==> src/rtl/ccu_pkg.sv <==
`timescale 1ns/1ps
package ccu_pkg;
  localparam int PRE_W = 3;

  typedef enum logic [2:0] {
    CS_DIV1 = 3'd0, CS_DIV2 = 3'd1, CS_DIV4 = 3'd2, CS_DIV8 = 3'd3, CS_EXT = 3'd4
  } clk_src_e;

  localparam int A_CTRL = 0;
  localparam int A_MODE = 1;
  localparam int A_INIT = 2;
  localparam int A_STAT = 3;
  localparam int A_IEN  = 4;
  localparam int A_CNT  = 5;
  localparam int A_GR0  = 8;

  // Output level after a compare match for a 2-bit action code
  function automatic logic apply_act(input logic cur, input logic [1:0] act);
    case (act)
      2'd1:    return 1'b0;
      2'd2:    return 1'b1;
      2'd3:    return ~cur;
      default: return cur;
    endcase
  endfunction

  // Divider hit: the low sel bits of the free-running divider are all ones
  function automatic logic prescale_hit(input logic [PRE_W-1:0] pre, input logic [2:0] sel);
    logic [PRE_W-1:0] mask;
    mask = (PRE_W'(1) << sel) - PRE_W'(1);
    return (pre & mask) == mask;
  endfunction
endpackage

==> src/rtl/ccu_edge_det.sv <==
`timescale 1ns/1ps
module ccu_edge_det #(
  parameter int W = 1
) (
  input  logic         clk,
  input  logic         rst_n,
  input  logic [W-1:0] din,
  output logic [W-1:0] lvl,
  output logic [W-1:0] rise,
  output logic [W-1:0] fall
);
  logic [W-1:0] s1, s2, s3;

  always_ff @(posedge clk or negedge rst_n) begin
    if (!rst_n) begin
      s1 <= '0;
      s2 <= '0;
      s3 <= '0;
    end else begin
      s1 <= din;
      s2 <= s1;
      s3 <= s2;
    end
  end

  assign lvl  = s2;
  assign rise = s2 & ~s3;
  assign fall = ~s2 & s3;
endmodule

==> src/rtl/ccu_tick_gen.sv <==
`timescale 1ns/1ps
module ccu_tick_gen
  import ccu_pkg::*;
(
  input  logic       clk,
  input  logic       rst_n,
  input  logic       run,
  input  logic [2:0] sel,
  input  logic       ext_rise,
  output logic       tick
);
  logic [PRE_W-1:0] pre_q;
  logic             div_hit;

  always_ff @(posedge clk or negedge rst_n) begin
    if (!rst_n) pre_q <= '0;
    else        pre_q <= pre_q + PRE_W'(1);
  end

  assign div_hit = prescale_hit(pre_q, sel);

  always_comb begin
    tick = 1'b0;
    if (run) begin
      if (sel == CS_EXT)       tick = ext_rise;
      else if (sel <= CS_DIV8) tick = div_hit;
    end
  end


  div2_spacing_chk: assert property (@(posedge clk) disable iff (!rst_n)
    (tick && sel == CS_DIV2) |=> (!tick || sel != CS_DIV2));
endmodule

==> src/rtl/ccu_timer_channel.sv <==
`timescale 1ns/1ps
module ccu_timer_channel
  import ccu_pkg::*;
#(
  parameter int CNT_W = 16,
  parameter int NREG  = 4,
  parameter int AW    = 4
) (
  input  logic             clk,
  input  logic             rst_n,
  input  logic [AW-1:0]    bus_addr,
  input  logic [CNT_W-1:0] bus_wdata,
  input  logic             bus_we,
  output logic [CNT_W-1:0] bus_rdata,
  input  logic             ext_clk,
  input  logic [NREG-1:0]  tio_in,
  input  logic             out_dis_trig,
  output logic [NREG-1:0]  tio_out,
  output logic             irq
);
  localparam int NPAIR  = NREG / 2;
  localparam int CTRL_W = 7 + NPAIR;
  localparam int MODE_W = 4 * NREG;
  localparam int STAT_W = NREG + 2;

  logic [CTRL_W-1:0] ctrl_q;
  logic [MODE_W-1:0] mode_q;
  logic [NREG-1:0]   init_q, out_q, flag_q;
  logic [NREG:0]     ien_q;
  logic              ovf_q, dis_q;
  logic [CNT_W-1:0]  cnt_q;
  logic [CNT_W-1:0]  gr_q [NREG];

  logic              run, tick, ext_rise, clr_ev, ovf_ev;
  logic              cnt_wr, init_wr, stat_wr, trig_lvl;
  logic [2:0]        clk_sel, clr_sel;
  logic [NPAIR-1:0]  buf_en;
  logic [NREG-1:0]   in_rise, in_fall, is_cap, match_ev, cap_ev, gr_wr, shift_in, reload;
  logic [1:0]        act [NREG];
  logic [CNT_W-1:0]  shift_val [NREG];
  logic [CNT_W-1:0]  reload_val [NREG];
  logic [CNT_W-1:0]  clr_mask;
  logic              unused_lvl_ext, unused_ext_fall, unused_trig_rise, unused_trig_fall;
  logic [NREG-1:0]   unused_in_lvl;

  assign run     = ctrl_q[3];
  assign clk_sel = ctrl_q[2:0];
  assign clr_sel = ctrl_q[6:4];
  assign buf_en  = ctrl_q[7 +: NPAIR];
  assign cnt_wr  = bus_we && (bus_addr == AW'(A_CNT));
  assign init_wr = bus_we && (bus_addr == AW'(A_INIT));
  assign stat_wr = bus_we && (bus_addr == AW'(A_STAT));
  assign clr_mask = stat_wr ? bus_wdata : '0;

  ccu_edge_det #(.W(1)) u_ext_sync (
    .clk(clk), .rst_n(rst_n), .din(ext_clk),
    .lvl(unused_lvl_ext), .rise(ext_rise), .fall(unused_ext_fall));

  ccu_edge_det #(.W(NREG)) u_in_sync (
    .clk(clk), .rst_n(rst_n), .din(tio_in),
    .lvl(unused_in_lvl), .rise(in_rise), .fall(in_fall));

  ccu_edge_det #(.W(1)) u_trig_sync (
    .clk(clk), .rst_n(rst_n), .din(out_dis_trig),
    .lvl(trig_lvl), .rise(unused_trig_rise), .fall(unused_trig_fall));

  ccu_tick_gen u_tick (
    .clk(clk), .rst_n(rst_n), .run(run), .sel(clk_sel),
    .ext_rise(ext_rise), .tick(tick));

  // Per-register event detection and register update
  for (genvar i = 0; i < NREG; i++) begin : g_reg
    localparam logic [AW-1:0] GR_ADDR = AW'(A_GR0 + i);
    assign is_cap[i]   = mode_q[4*i+2];
    assign act[i]      = mode_q[4*i +: 2];
    assign match_ev[i] = tick && !is_cap[i] && (cnt_q == gr_q[i]);
    assign cap_ev[i]   = run && is_cap[i] &&
                         ((act[i][0] && in_rise[i]) || (act[i][1] && in_fall[i]));
    assign gr_wr[i]    = bus_we && (bus_addr == GR_ADDR);

    if (i >= NPAIR) begin : g_upper
      assign shift_in[i]   = buf_en[i-NPAIR] && cap_ev[i-NPAIR];
      assign shift_val[i]  = gr_q[i-NPAIR];
      assign reload[i]     = 1'b0;
      assign reload_val[i] = '0;
    end else begin : g_lower
      assign shift_in[i]   = 1'b0;
      assign shift_val[i]  = '0;
      assign reload[i]     = buf_en[i] && match_ev[i];
      assign reload_val[i] = gr_q[i+NPAIR];
    end

    always_ff @(posedge clk or negedge rst_n) begin
      if (!rst_n)           gr_q[i] <= '1;
      else if (gr_wr[i])    gr_q[i] <= bus_wdata;
      else if (shift_in[i]) gr_q[i] <= shift_val[i];
      else if (cap_ev[i])   gr_q[i] <= cnt_q;
      else if (reload[i])   gr_q[i] <= reload_val[i];
    end


    cap_latch_chk: assert property (@(posedge clk) disable iff (!rst_n)
      (cap_ev[i] && !gr_wr[i] && !shift_in[i]) |=> gr_q[i] == $past(cnt_q));
  end

  always_comb begin
    clr_ev = 1'b0;
    for (int k = 0; k < NREG; k++)
      if ((int'(clr_sel) == k + 1) && (match_ev[k] || cap_ev[k])) clr_ev = 1'b1;
  end

  assign ovf_ev = tick && (cnt_q == '1) && !clr_ev;

  always_ff @(posedge clk or negedge rst_n) begin
    if (!rst_n)      cnt_q <= '0;
    else if (cnt_wr) cnt_q <= bus_wdata;
    else if (clr_ev) cnt_q <= '0;
    else if (tick)   cnt_q <= cnt_q + CNT_W'(1);
  end

  always_ff @(posedge clk or negedge rst_n) begin
    if (!rst_n) begin
      ctrl_q <= '0;
      mode_q <= '0;
      init_q <= '0;
      out_q  <= '0;
      ien_q  <= '0;
      flag_q <= '0;
      ovf_q  <= 1'b0;
      dis_q  <= 1'b0;
    end else begin
      if (bus_we && bus_addr == AW'(A_CTRL)) ctrl_q <= bus_wdata[CTRL_W-1:0];
      if (bus_we && bus_addr == AW'(A_MODE)) mode_q <= bus_wdata[MODE_W-1:0];
      if (bus_we && bus_addr == AW'(A_IEN))  ien_q  <= bus_wdata[NREG:0];
      if (init_wr) begin
        init_q <= bus_wdata[NREG-1:0];
        out_q  <= bus_wdata[NREG-1:0];
      end else begin
        for (int k = 0; k < NREG; k++)
          if (match_ev[k]) out_q[k] <= apply_act(out_q[k], act[k]);
      end
      flag_q <= (flag_q & ~clr_mask[NREG-1:0]) | match_ev | cap_ev;
      ovf_q  <= (ovf_q & ~clr_mask[NREG]) | ovf_ev;
      dis_q  <= (dis_q & ~clr_mask[NREG+1]) | trig_lvl;
    end
  end

  assign tio_out = dis_q ? init_q : out_q;
  assign irq     = |({ovf_q, flag_q} & ien_q);

  always_comb begin
    bus_rdata = '0;
    if (bus_addr == AW'(A_CTRL)) bus_rdata = CNT_W'(ctrl_q);
    if (bus_addr == AW'(A_MODE)) bus_rdata = CNT_W'(mode_q);
    if (bus_addr == AW'(A_INIT)) bus_rdata = CNT_W'(init_q);
    if (bus_addr == AW'(A_STAT)) bus_rdata = CNT_W'({dis_q, ovf_q, flag_q});
    if (bus_addr == AW'(A_IEN))  bus_rdata = CNT_W'(ien_q);
    if (bus_addr == AW'(A_CNT))  bus_rdata = cnt_q;
    for (int k = 0; k < NREG; k++)
      if (bus_addr == AW'(A_GR0 + k)) bus_rdata = gr_q[k];
  end


  cnt_step_chk: assert property (@(posedge clk) disable iff (!rst_n)
    (tick && !clr_ev && !cnt_wr) |=> cnt_q == $past(cnt_q) + CNT_W'(1));

  ovf_set_chk: assert property (@(posedge clk) disable iff (!rst_n)
    ovf_ev |=> ovf_q);

  cnt_clear_chk: assert property (@(posedge clk) disable iff (!rst_n)
    (clr_ev && !cnt_wr) |=> cnt_q == '0);

  dis_hold_chk: assert property (@(posedge clk) disable iff (!rst_n)
    (dis_q && $past(dis_q) && !$past(init_wr)) |-> $stable(tio_out));

  irq_src_chk: assert property (@(posedge clk) disable iff (!rst_n)
    irq |-> (flag_q != '0 || ovf_q));
endmodule

==> config.mk <==
export PLATFORM = sky130hd
export DESIGN_NAME = ccu_timer_channel
export DESIGN_NICKNAME = d
export VERILOG_FILES = /design/src/rtl/ccu_pkg.sv /design/src/rtl/ccu_edge_det.sv /design/src/rtl/ccu_tick_gen.sv /design/src/rtl/ccu_timer_channel.sv
export SDC_FILE = /design/constraint.sdc
export NUM_CORES = 1
export LEC_CHECK = 0
export ABC_AREA = 0
export BUFFER_PORTS_ARGS = -buffer_cell sky130_fd_sc_hd__buf_2
export CORE_MARGIN = 4
export CORE_UTILIZATION = 50
export CTS_CLUSTER_DIAMETER = 120
export DETAILED_ROUTE_END_ITERATION = 6
export GPL_TIMING_DRIVEN = 0
export PLACE_DENSITY_LB_ADDON = 0.15
export SLEW_MARGIN = 5
export SYNTH_ARGS = -nofsm -noshare
export SYNTH_HDL_FRONTEND = slang
export SYNTH_SLANG_ARGS = --single-unit
==> constraint.sdc <==
create_clock -name clk -period 2.15 [get_ports clk]
set_clock_uncertainty 0.05 [all_clocks]
set_input_delay 0.215 -clock clk [delete_from_list [all_inputs] [get_ports clk]]
set_output_delay 0.215 -clock clk [all_outputs]
set_load 0.1 [all_outputs]
[After elaboration in Yosys (flattened, before gate mapping)]
Cells that the tools add are included.
Storage, ports and cells
  output and inout bits: 21
  bits of input ports: 29
  register bits: 144
  word-level logic and storage cells: 203
Operators by class
  bitwise operators: 22
  reductions and logical operators: 76
  eq/ne operators: 32
  add/sub/neg operators: 3
  magnitude comparators: 1
  multiplexer cells: 43
  shifts and indexed selects: 1
Operators with widths (number)
  two-way mux 16 bit: 24
  == test 16 bit: 4
  logical AND 1 bit: 44
  adder 16 x 1 -> 16 bit (second input constant): 1
  == test 16 bit (second input constant): 1
  == test 2 bit (second input constant): 8
  == test 4 bit (second input constant): 4
  nonzero test 4 bit: 4
  nonzero test 3 bit: 5
  bitwise AND 4 bit: 3
  == test 3 bit (second input constant): 4
  NOT 4 bit: 3
  one-hot mux 1 bit (3 select lines): 4
  two-way mux 1 bit: 11
  two-way mux 9 bit: 1
  == test 2 x 1 -> 1 bit (second input constant): 4
  == test 4 x 2 -> 1 bit (second input constant): 2
  == test 4 x 3 -> 1 bit (second input constant): 2
  logical OR 1 bit: 8
  two-way mux 4 bit: 2
  bitwise OR 4 bit: 2
  AND reduction 2 bit: 4
  nonzero test 2 bit: 4
  NOT 1 bit: 7
  other kinds (15): 22

[Logic depth before layout (Yosys ltp)]
Gate-level depths: netlist of the first run.
  depth in word-level cells: 18
  mapped depth: 9
  mapped depth without buffers: 6

[By module]
A second synthesis of the first run with hierarchy kept.
Unflattened totals
  cells, all modules: 1035
  area, all modules: 9370.2 sq um
By module, submodules not included
  ccu_timer_channel: times used 1, sequential area each 3183.1 sq um, cells each 988, area an instance 8635.8 sq um
  ccu_edge_det at u_in_sync: times used 1, sequential area each 300.3 sq um, cells each 20, area an instance 370.4 sq um
  ccu_tick_gen: times used 1, sequential area each 75.1 sq um, cells each 17, area an instance 183.9 sq um
  ccu_edge_det at u_ext_sync ...: times used 2, sequential area each 75.1 sq um, cells each 5, area an instance 90.1 sq um

[Least setup slack after synthesis of the first run]
Ideal clock, no wire load.
  path kind: input-to-output
  start: input port bus_addr[0]
  end: output port bus_rdata[3]
  buffers on the path: 3
  data required time: 1.885 ns
  stages: 7
  slack: -2.336 ns
  arrival time: 4.221 ns
  cells stage by stage: buf_2 > buf_2 > clkbuf_1 > nor2_1 > o21ai_0 > o21ai_0 > o41ai_1
Between the ends
  word-level cells in the longest chain between the ends: 11
  elaborated cells on any way between the ends: 20
  classes of those cells: eq/ne (9); mux (10); reduce/logical (1)
Ends and longest elaborated chain
  start: declaration: RTL line ccu_timer_channel.sv:11  | input logic [AW-1:0] bus_addr,
  zero test 4 bit: RTL line ccu_timer_channel.sv:153  | if (bus_addr == AW'(A_CTRL)) bus_rdata = CNT_W'(ctrl_q);
  two-way mux 9 bit: RTL line ccu_timer_channel.sv:153
  two-way mux 16 bit: RTL line ccu_timer_channel.sv:154  | if (bus_addr == AW'(A_MODE)) bus_rdata = CNT_W'(mode_q);
  two-way mux 16 bit: RTL line ccu_timer_channel.sv:155  | if (bus_addr == AW'(A_INIT)) bus_rdata = CNT_W'(init_q);
  two-way mux 16 bit: RTL line ccu_timer_channel.sv:156  | if (bus_addr == AW'(A_STAT)) bus_rdata = CNT_W'({dis_q, ovf_q, flag_q});
  two-way mux 16 bit: RTL line ccu_timer_channel.sv:157  | if (bus_addr == AW'(A_IEN)) bus_rdata = CNT_W'(ien_q);
  two-way mux 16 bit: RTL line ccu_timer_channel.sv:158  | if (bus_addr == AW'(A_CNT)) bus_rdata = cnt_q;
  two-way mux 16 bit (3 in series): RTL line ccu_timer_channel.sv:160  | if (bus_addr == AW'(A_GR0 + k)) bus_rdata = gr_q[k];
  two-way mux 16 bit (*): RTL line ccu_timer_channel.sv:160
  end: declaration: RTL line ccu_timer_channel.sv:14  | output logic [CNT_W-1:0] bus_rdata,
Mark *: on every way between the ends. The rest lies on a longest branch, timed or not.

[Final worst setup path of the first run]
  start: register cnt_q[0]
  end: register cnt_q[10]
Between the ends
  word-level cells in the longest chain between the ends: 10
  elaborated cells on any way between the ends: 25
  classes of those cells: add/sub (1); eq/ne (4); mux (7); reduce/logical (13)
Ends and longest elaborated chain
  start: declaration: RTL line ccu_timer_channel.sv:31  | logic [CNT_W-1:0] cnt_q;
  start signal: assignment: RTL line ccu_timer_channel.sv:116  | else if (cnt_wr) cnt_q <= bus_wdata;
  start signal: assignment: RTL line ccu_timer_channel.sv:118  | else if (tick) cnt_q <= cnt_q + CNT_W'(1);
  == test 16 bit: RTL line ccu_timer_channel.sv:76  | assign match_ev[i] = tick && !is_cap[i] && (cnt_q == gr_q[i]);
  logical AND 1 bit: RTL line ccu_timer_channel.sv:76
  logical OR 1 bit: RTL line ccu_timer_channel.sv:109  | if ((int'(clr_sel) == k + 1) && (match_ev[k] || cap_ev[k])) clr_ev = 1'b1;
  logical AND 1 bit: RTL line ccu_timer_channel.sv:109
  two-way mux 1 bit (4 in series): RTL line ccu_timer_channel.sv:109
  two-way mux 16 bit: RTL line ccu_timer_channel.sv:117  | else if (clr_ev) cnt_q <= '0;
  two-way mux 16 bit: RTL line ccu_timer_channel.sv:116
Several ways; a longest one is shown, not always the timed one. The select of a mux whose other input is x is not followed.
A chain may end at the register's enable or synchronous reset.

==> results.toml, run 1 <==
[sta]
worstMarginPinSlew_ns = 0.964
fin_crit_sh = 1.22
setup_viol = 61
grt_setup_unrepaired = "yes"
slew_headroom = 0.352
setup_slack_ns = -0.474
drv_slew = 0
fmax_mhz = 381
post-route-min-period_ns = 2.62
hold_viol = 0

[global_routing]
grt_max_degree = 86
antenna_found_initial = 0
grt_pass1_wl_mm = 54.1
globalRouteTotalUtil = 0.335
overflow = 0
grt_pass1_vias = 8849

[logic_synthesis]
yosys.area.top_type = "dfrtp_1"
ys_top_cells_by_area = "dfrtp_1 (21%), dfstp_2 (18%), mux2i_1 (8.1%)"
synth_nets = 1047
netlist_instances = 1008
synth_cell_types = 62
seq_area_frac_synth = 0.391
synthFlopType = "dfrtp_1"
ys_ff_latch = 144
yosys_warnings = 0
synth_edf_count = 0
synth_most_common_cell = "nand2_1"
yosysTopAreaCellShare = 0.213
netlist_area_um2 = 9410
post_synth.cell_area_avg_um2 = 9.34
synthArstFlopShare = 1.00
synth_commonest_cells = "nand2_1 (135), dfrtp_1 (80), mux2i_1 (76)"

[clocking]
insertion_delay_ns = 0.44
cts_buffer_depth = 2
htree_levels = 4
clk_pin_slew_ns = 0.07
cts_tree = "done"
cts_buffers = 17
clock_sinks = 144
cts-root-buf = "clkbuf_16"

[detailed_routing]
wl_met1_mm = 14.0
via_per_inst = 6.55
antenna_left = 0
wl_per_cell_um = 26.0
drtIter0Drc = 1066
wl_met3_mm = 4.19
drtPass1Iterations = 6
top_layer = "met4"
postRouteWirelength_mm = 36.3
drc_errors = 0
num_vias = 9155
dr_wl_met2_mm = 16.3

[critical_path]
worstSetupStartpointType = "flop"
cp_max_fo = 7
critPathKind = "flop to flop"
end_kind = "flop"
cp.arrival_ns = 2.87
crit_required_ns = 2.39

[die]
rows = 49
dieWidth_um = 145
initial_core_util = 0.517
coreArea_um2 = 18200
dieHeight_um = 145
dieArea_um2 = 21100
ios = 50

[power_and_ir_drop]
p_total_mw = 15.9
leakage_nw = 5.22
powerDensity_nw_per_um2 = 1230
ir_worst_vdd_mv = 0.639

[cells_and_area]
syn_to_final_growth_pct = 36.8
antenna_cells = 0
nets = 1194
drive_gt1_frac = 0.418

[place]
post-place-ws_ns = -0.672
place_hpwl_mm = 24.0
port_buffers = 42
gp_congestion = 0.989

[outcome]
failed_checks = "setup timing"
status = "finished with violations"

[hold_path]
min_path_type = "input port to flop"

[flow_run]
cap_violations = 0
==> flip-flops by register name, indices dropped and copies added, names as in the netlist, 3 cells and up <==
register	flops
cnt_q	16
init_q	4
mode_q	16
out_q	4
gr_q	64
u_in_sync.lvl	4
ctrl_q	9
u_in_sync.s1	4
ien_q	5
flag_q	4
u_tick.pre_q	3
u_in_sync.s3	4
==> layout make-up <==
type / count / area [µm²]
flip-flops and latches: 144 / 3710
clock inverters: 12 / 87.6
clock buffers: 20 / 437
repair buffers: 136 / 1380
plain buffers: 72 / 566
inverters: 48 / 184
well taps: 229 / 287
fillers: 1283 / 5330
multi-input cells: 736 / 6230
==> critical path: stages, from the launching register on <==
cell	delay, ns
dfrtp_2	0.43
buf_12	0.16
xor2_4	0.19
nor3_4	0.27
nand4_1	0.29
buf_4	0.24
nor3_4	0.25
a221o_1	0.21
buf_6	0.16
buf_8	0.14
o41ai_4	0.08
==> kinds of logic (layout without fill, tap and decap cells) <==
logic type / after synthesis / count (layout) / synth area share
mux: 115 / 115 / 0.131
fa+ha+maj: 10 / 10 / 0.0133
flops: 144 / 144 / 0.391
compound gates: 217 / 217 / 0.164
xor+xnor: 80 / 80 / 0.0744
simple gates: 314 / 314 / 0.163
buf+inv: 128 / 288 / 0.0634
==> through the flow <==
step	cell area (µm²)	hold WS [ns]	setup TNS, ns	instances	utilization
global route	12900	0.0378	-19.42	1397	0.707
finish	12900	0.0263	-16.18	1397	0.707
detailed placement	10100	0.274	-45.25	1280	0.557
global placement	10100	0.273	-177.51	1279	0.555
CTS	12400	0.0170	-10.01	1380	0.680
floorplan	9610	-0.131	-0.652	1008	-
==> report_power, final <==
group,leakage [nW],switching (mW),internal [mW]
clock,0.255,1.28,1.48
combinational,3.34,4.06,3.40
sequential,1.63,1.57,4.10
==> layout by cell type, fill, tap and decap left out, types with 9 or more instances in the layout <==
cell and instances:
xnor2_1 18, nor3_1 9, ha_1 10, dfrtp_1 60
a21oi_1 43, mux2_2 36, a22oi_1 15, o221ai_2 32
clkbuf_16 17, o21ai_0 38, nand2_1 132, buf_12 15
dfrtp_2 20, o41ai_2 14, dfstp_2 64, buf_8 10
buf_6 45, nor2b_1 15, buf_4 61, buf_2 34
nand3_1 9, nand3b_1 10, clkbuf_1 20, nor2_1 57
nand4_1 14, xor2_1 43, inv_1 46, mux2i_1 75
==> worst paths after layout <==
| path | startpoint | endpoint | slack (ns) | depth (start not counted) |
|---|---|---|---|---|
| max | cnt_q[0] | cnt_q[10] | -0.47 | 10 |
| min | bus_wdata[3] | flag_q[3] | 0.03 | 3 |
| max reg2reg | cnt_q[0] | cnt_q[10] | -0.47 | 10 |
| min reg2reg | u_trig_sync.s1 | u_trig_sync.lvl | 0.30 | 0 |
| max in group asynchronous | rst_n | gr_q[38] | 0.84 | 3 |
| min in group asynchronous | rst_n | u_in_sync.lvl[0] | 0.36 | 2 |
==> metal layers <==
layer  vias up  track usage
li1       3916            -
met1      4511        0.460
met4         0        0.149
met3       124       0.0817
met2       604        0.506
met5         -            0
==> what timing repair did <==
action                                  in CTS  in global routing
cloned                                       6                  0
pin swaps                                   63                 47
resized for setup                          243                 81
endpoints found under the hold margin       58                  0
hold buffers                                 7                  0
endpoints found under the setup margin     105                102
setup buffers                               59                 23
Note: power is estimated with default switching activity, not from simulation.
==> run 2, diff against run 1 <==
Settings changed: SYNTH_HIERARCHICAL from default to 1.
==> run 2 against run 1 <==
Effect of this change:
- the flow finishes with violations (DRC, setup timing)
- sequential power about the same
- design area fell by 5.2%
- synthesized cell count grew 2.3%
- die area shrank 0.90%
- critical path type unchanged
- critical endpoint is now gr_q[56]
- largest cell class unchanged
- largest power group unchanged
==> results.toml, run 2 <==
[die]
dieWidth_um = 145
initial_core_util = 0.514
rows = 49
ios = 50
dieArea_um2 = 20900
coreArea_um2 = 18100
dieHeight_um = 145

[critical_path]
path_delay_family = "simple AND/OR/NAND/NOR gates"
slowest_delay_ns = 0.43
critPathKind = "flop to flop"
cp_max_fo = 7
setup.worst_path.start = "ctrl_q[0]"
r2r-start = "ctrl_q[0]"
cp.arrival_ns = 3.37
end_kind = "flop"
path_buf_inv = 2
cp_common_cell = "o221ai_2"
path_cells = "or3_4 > ha_4 > xnor2_1 > o221ai_2 > a21boi_2 > buf_6 > nand2b_4 > nor2_2 > and4b_1 > nand3_2 > a21o_4 > clkbuf_16 > o221ai_2"
worstSetupStartpointType = "flop"
crit_required_ns = 2.46
critPathSlowestCell = "dfrtp_2"

[detailed_routing]
drtIter0Drc = 1283
postRouteWirelength_mm = 35.3
via_per_inst = 6.47
wl_per_cell_um = 25.3
num_vias = 9024
drc_errors = 2
drtPass1Iterations = 7
antenna_left = 0

[sta]
slew_headroom = 0.380
setup_viol = 61
drv_slew = 0
post-route-min-period_ns = 3.06
fmax_mhz = 327
hold_viol = 0
fin_crit_sh = 1.42
grt_setup_unrepaired = "yes"
setup_slack_ns = -0.910
worstMarginPinSlew_ns = 0.930

[place]
place_inst = 1304
post-place-ws_ns = -1.25
gp_congestion = 1.01
place_hpwl_mm = 24.6
port_buffers = 43

[logic_synthesis]
netlist_area_um2 = 9320
synth_nets = 1071
yosys_warnings = 6
netlist_instances = 1031
post_synth.cell_area_avg_um2 = 9.04

[cells_and_area]
regMostFlops = "gr_q"
instances_no_fill = 1394
largest_reg_flops = 64
layout_common_cells = "nand2_1 (155), o21ai_0 (99), dfrtp_1 (68)"
final_common_cell = "nand2_1"
drive_gt1_frac = 0.390
syn_to_final_growth_pct = 30.9
nets = 1192
antenna_cells = 0
reg_top3 = "gr_q x64, cnt_q x16, mode_q x16"

[hold_path]
worstHoldStart = "bus_wdata[0]"
min_path_type = "input port to flop"

[clocking]
cts_buffers = 17
insertion_delay_ns = 0.44
cts-root-buf = "clkbuf_16"
cts_buffer_depth = 2
htree_levels = 4
clock_sinks = 144
cts_tree = "done"
clk_pin_slew_ns = 0.06

[power_and_ir_drop]
ir_worst_vdd_mv = 0.776
powerDensity_nw_per_um2 = 1260
leakage_nw = 4.79
p_total_mw = 15.4

[global_routing]
globalRouteTotalUtil = 0.339
grt_pass1_wl_mm = 52.7
overflow = 0
antenna_found_initial = 0
grt_max_degree = 95
grt_pass1_vias = 8590

[outcome]
status = "finished with violations"
failed_checks = "DRC, setup timing"

[flow_run]
cap_violations = 0
-- run 2: cell type report --
| class | count | area [µm²] |
|---|---|---|
| plain buffers | 77 | 572 |
| clock buffers | 18 | 439 |
| clock inverters | 14 | 168 |
| fillers | 1433 | 5950 |
| inverters | 28 | 105 |
| multi-input cells | 781 | 5990 |
| flip-flops and latches | 144 | 3700 |
| well taps | 229 | 287 |
| repair buffers | 103 | 946 |
-- run 2: what timing repair did --
action                                  in CTS  in global routing
pin swaps                                   24                 34
setup buffers                               34                 17
hold buffers                                 8                  0
gates resized for setup                    147                 93
gates cloned                                 2                  1
hold endpoints to repair                    25                  0
endpoints found under the setup margin     105                105
-- run 2: routing by layer --
| metal | share of wire | global-route usage | vias to the layer above |
|---|---|---|---|
| li1 | - | - | 3950 |
| met1 | 0.40 | 0.477 | 4364 |
| met2 | 0.44 | 0.495 | 592 |
| met3 | 0.12 | 0.0827 | 118 |
| met4 | 0.048 | 0.153 | 0 |
| met5 | 0 | 0 | - |
-- run 2: per-stage QoR --
stage	instance area, µm²	util	TNS (ns)	hold WS, ns
4_1_cts	11700	0.645	-40.63	0.0145
3_5_place_dp	10200	0.560	-64.15	0.143
6_report	12200	0.672	-44.73	0.0424
5_1_grt	12200	0.672	-50.18	0.0542
2_1_floorplan	9630	-	-25.26	-0.131
3_3_place_gp	10100	0.558	-194.09	0.273
-- run 2: path summary, 6_finish.rpt --
kind,endpoint,slack (ns),cells past startpoint
max,gr_q[56],-0.91,13
min,flag_q[0],0.04,4
max reg2reg,gr_q[56],-0.91,13
min reg2reg,u_in_sync/lvl[3],0.30,0
max in group asynchronous,gr_q[40],0.93,3
min in group asynchronous,u_tick/pre_q[2],0.24,2
-- run 2: tightest hold or removal path, cell delays in order --
cell and delay [ns]:
buf_2 0.10, nand2_1 0.05, a21oi_1 0.06, nand2_1 0.06
-- run 2: where the power goes --
part	total, mW	internal [mW]	switching (mW)	leakage, nW
registers	5.67	4.13	1.54	1.63
clock network	3.11	1.78	1.32	0.298
logic	6.60	2.85	3.76	2.87
total	15.4	8.76	6.62	4.79
==> run 3, diff against run 2 <==
Settings changed: SKIP_CTS_REPAIR_TIMING from default to 1, SYNTH_HIERARCHICAL 1 to default.
==> run 3 against run 2 <==
Effect of this change:
- the flow still finishes with violations (DRC, setup timing)
- design area is 4.3% higher
- routed wire length down 0.15%
- sequential power grew 0.9%
- critical path type is now flop to output pin
- critical endpoint is now bus_rdata[5]
- largest power group unchanged
==> results.toml, run 3 (synthesis results as in run 1) <==
[detailed_routing]
drc_errors = 14
num_vias = 9083
antenna_left = 0
postRouteWirelength_mm = 35.2
drtPass1Iterations = 7
wl_per_cell_um = 25.3
drtIter0Drc = 1157
via_per_inst = 6.52

[cells_and_area]
regMostFlops = "gr_q"
antenna_cells = 0
layout_common_cells = "nand2_1 (133), mux2i_1 (75), buf_4 (69)"
drive_gt1_frac = 0.413
syn_to_final_growth_pct = 35.2
largest_reg_flops = 64
final_common_cell = "nand2_1"
nets = 1191
fillers = 1321
final_util = 0.699
final_area_um2 = 12700
reg_top3 = "gr_q x64, cnt_q x16, mode_q x16"

[critical_path]
setup.worst_path.start = "cnt_q[5]"
cp.arrival_ns = 2.32
critPathSlowestCell = "a222oi_1"
r2r-start = "cnt_q[14]"
crit_required_ns = 1.88
path_cells = "buf_8 > nand2_4 > o21ai_2 > a222oi_1 > a21oi_1 > a21oi_2 > a21oi_4 > buf_12"
rr_worst_depth = 9
end_kind = "output pin"
worstSetupStartpointType = "flop"
slowest_delay_ns = 0.51
cp_max_fo = 5
critPathKind = "flop to output pin"

[sta]
hold_viol = 0
post-route-min-period_ns = 2.59
worstMarginPinSlew_ns = 0.989
grt_setup_unrepaired = "yes"
drv_slew = 0
fmax_mhz = 386
fin_crit_sh = 1.20
setup_viol = 62
slew_headroom = 0.336
setup_slack_ns = -0.439

[power_and_ir_drop]
seqPwrFrac = 0.363
p_int_mw = 8.90
powerDensity_nw_per_um2 = 1240
p_sw_frac = 0.435
pwr-share-clk = 0.174
netSwitchingPower_mw = 6.85
ir_worst_vdd_mv = 0.656
comb_power_share = 0.462
leakage_nw = 5.17

[global_routing]
grt_max_degree = 86
globalRouteTotalUtil = 0.307
antenna_found_initial = 0
grt_pass1_wl_mm = 49.7
grt_pass1_vias = 8091
overflow = 0

[die]
initial_core_util = 0.517
dieHeight_um = 145
dieArea_um2 = 21100
rows = 49
coreArea_um2 = 18200
dieWidth_um = 145
ios = 50

[clocking]
clock_sinks = 144
clk_pin_slew_ns = 0.06
cts_tree = "done"
cts_buffer_depth = 2
cts-root-buf = "clkbuf_16"
insertion_delay_ns = 0.44
htree_levels = 4
cts_buffers = 17

[place]
place_hpwl_mm = 24.0
gp_congestion = 0.989
port_buffers = 42
placed_cell_area_um2 = 10100

[outcome]
status = "finished with violations"
failed_checks = "DRC, setup timing"

[hold_path]
min_path_cells = 3
min_path_type = "input port to flop"
worstHoldStart = "bus_wdata[9]"

[flow_run]
cap_violations = 0
[run 3: worst paths after layout]
kind	slack (ns)	to
worst max-delay path	-0.44	bus_rdata[5]
worst min-delay path	0.02	gr_q[25]
worst max register to register	-0.43	cnt_q[7]
worst min register to register	0.30	u_trig_sync.lvl
max in group asynchronous	0.84	gr_q[7]
min in group asynchronous	0.35	u_in_sync.lvl[0]
[run 3: power groups by stage]
stage / registers (mW) / logic [mW] / clock network [mW]
after floorplan: 4.84 / 4.02 / 0
after global placement: 5.42 / 4.99 / 0
after detailed placement: 5.44 / 5.10 / 0
after CTS: 5.42 / 5.11 / 2.76
after global routing: 5.78 / 7.67 / 2.89
final: 5.72 / 7.28 / 2.75
[run 3: final cells by class]
class	count	area [µm²]	share of cell area
plain buffers	75	616	0.0484
clock buffers	20	437	0.0343
clock inverters	12	87.6	0.00688
inverters	48	184	0.0145
multi-input cells	737	6250	0.491
flip-flops and latches	144	3710	0.291
well taps	229	287	0.0225
repair buffers	129	1160	0.0911
[run 3: critical path, delay by kind of cell (launching register included)]
kind	cells	cell delay, ns
AO/OA/AOI/OAI	5	1.00
flip-flops	1	0.47
buffers and inverters	2	0.34
AND/OR/NAND/NOR	1	0.06
[run 3: layer usage]
metal  vias up  routed length (µm)  track usage
met3       111                3920       0.0723
li1       3889                   -            -
met5         -                   0            0
met4         0                1390        0.114
met2       594               15900        0.454
met1      4489               14000        0.440
[run 3: through the flow]
step	TNS [ns]	setup WS, ns	hold slack, ns	std cells	total power, mW
detailed placement	-45.25	-0.672	0.274	1280	10.5
global placement	-177.51	-1.32	0.273	1279	10.4
floorplan	-0.652	-0.405	-0.131	1008	8.86
finish	-14.66	-0.439	0.0231	1394	15.7
CTS	-42.78	-0.817	-0.182	1312	13.3
global route	-16.69	-0.454	0.0418	1394	16.3
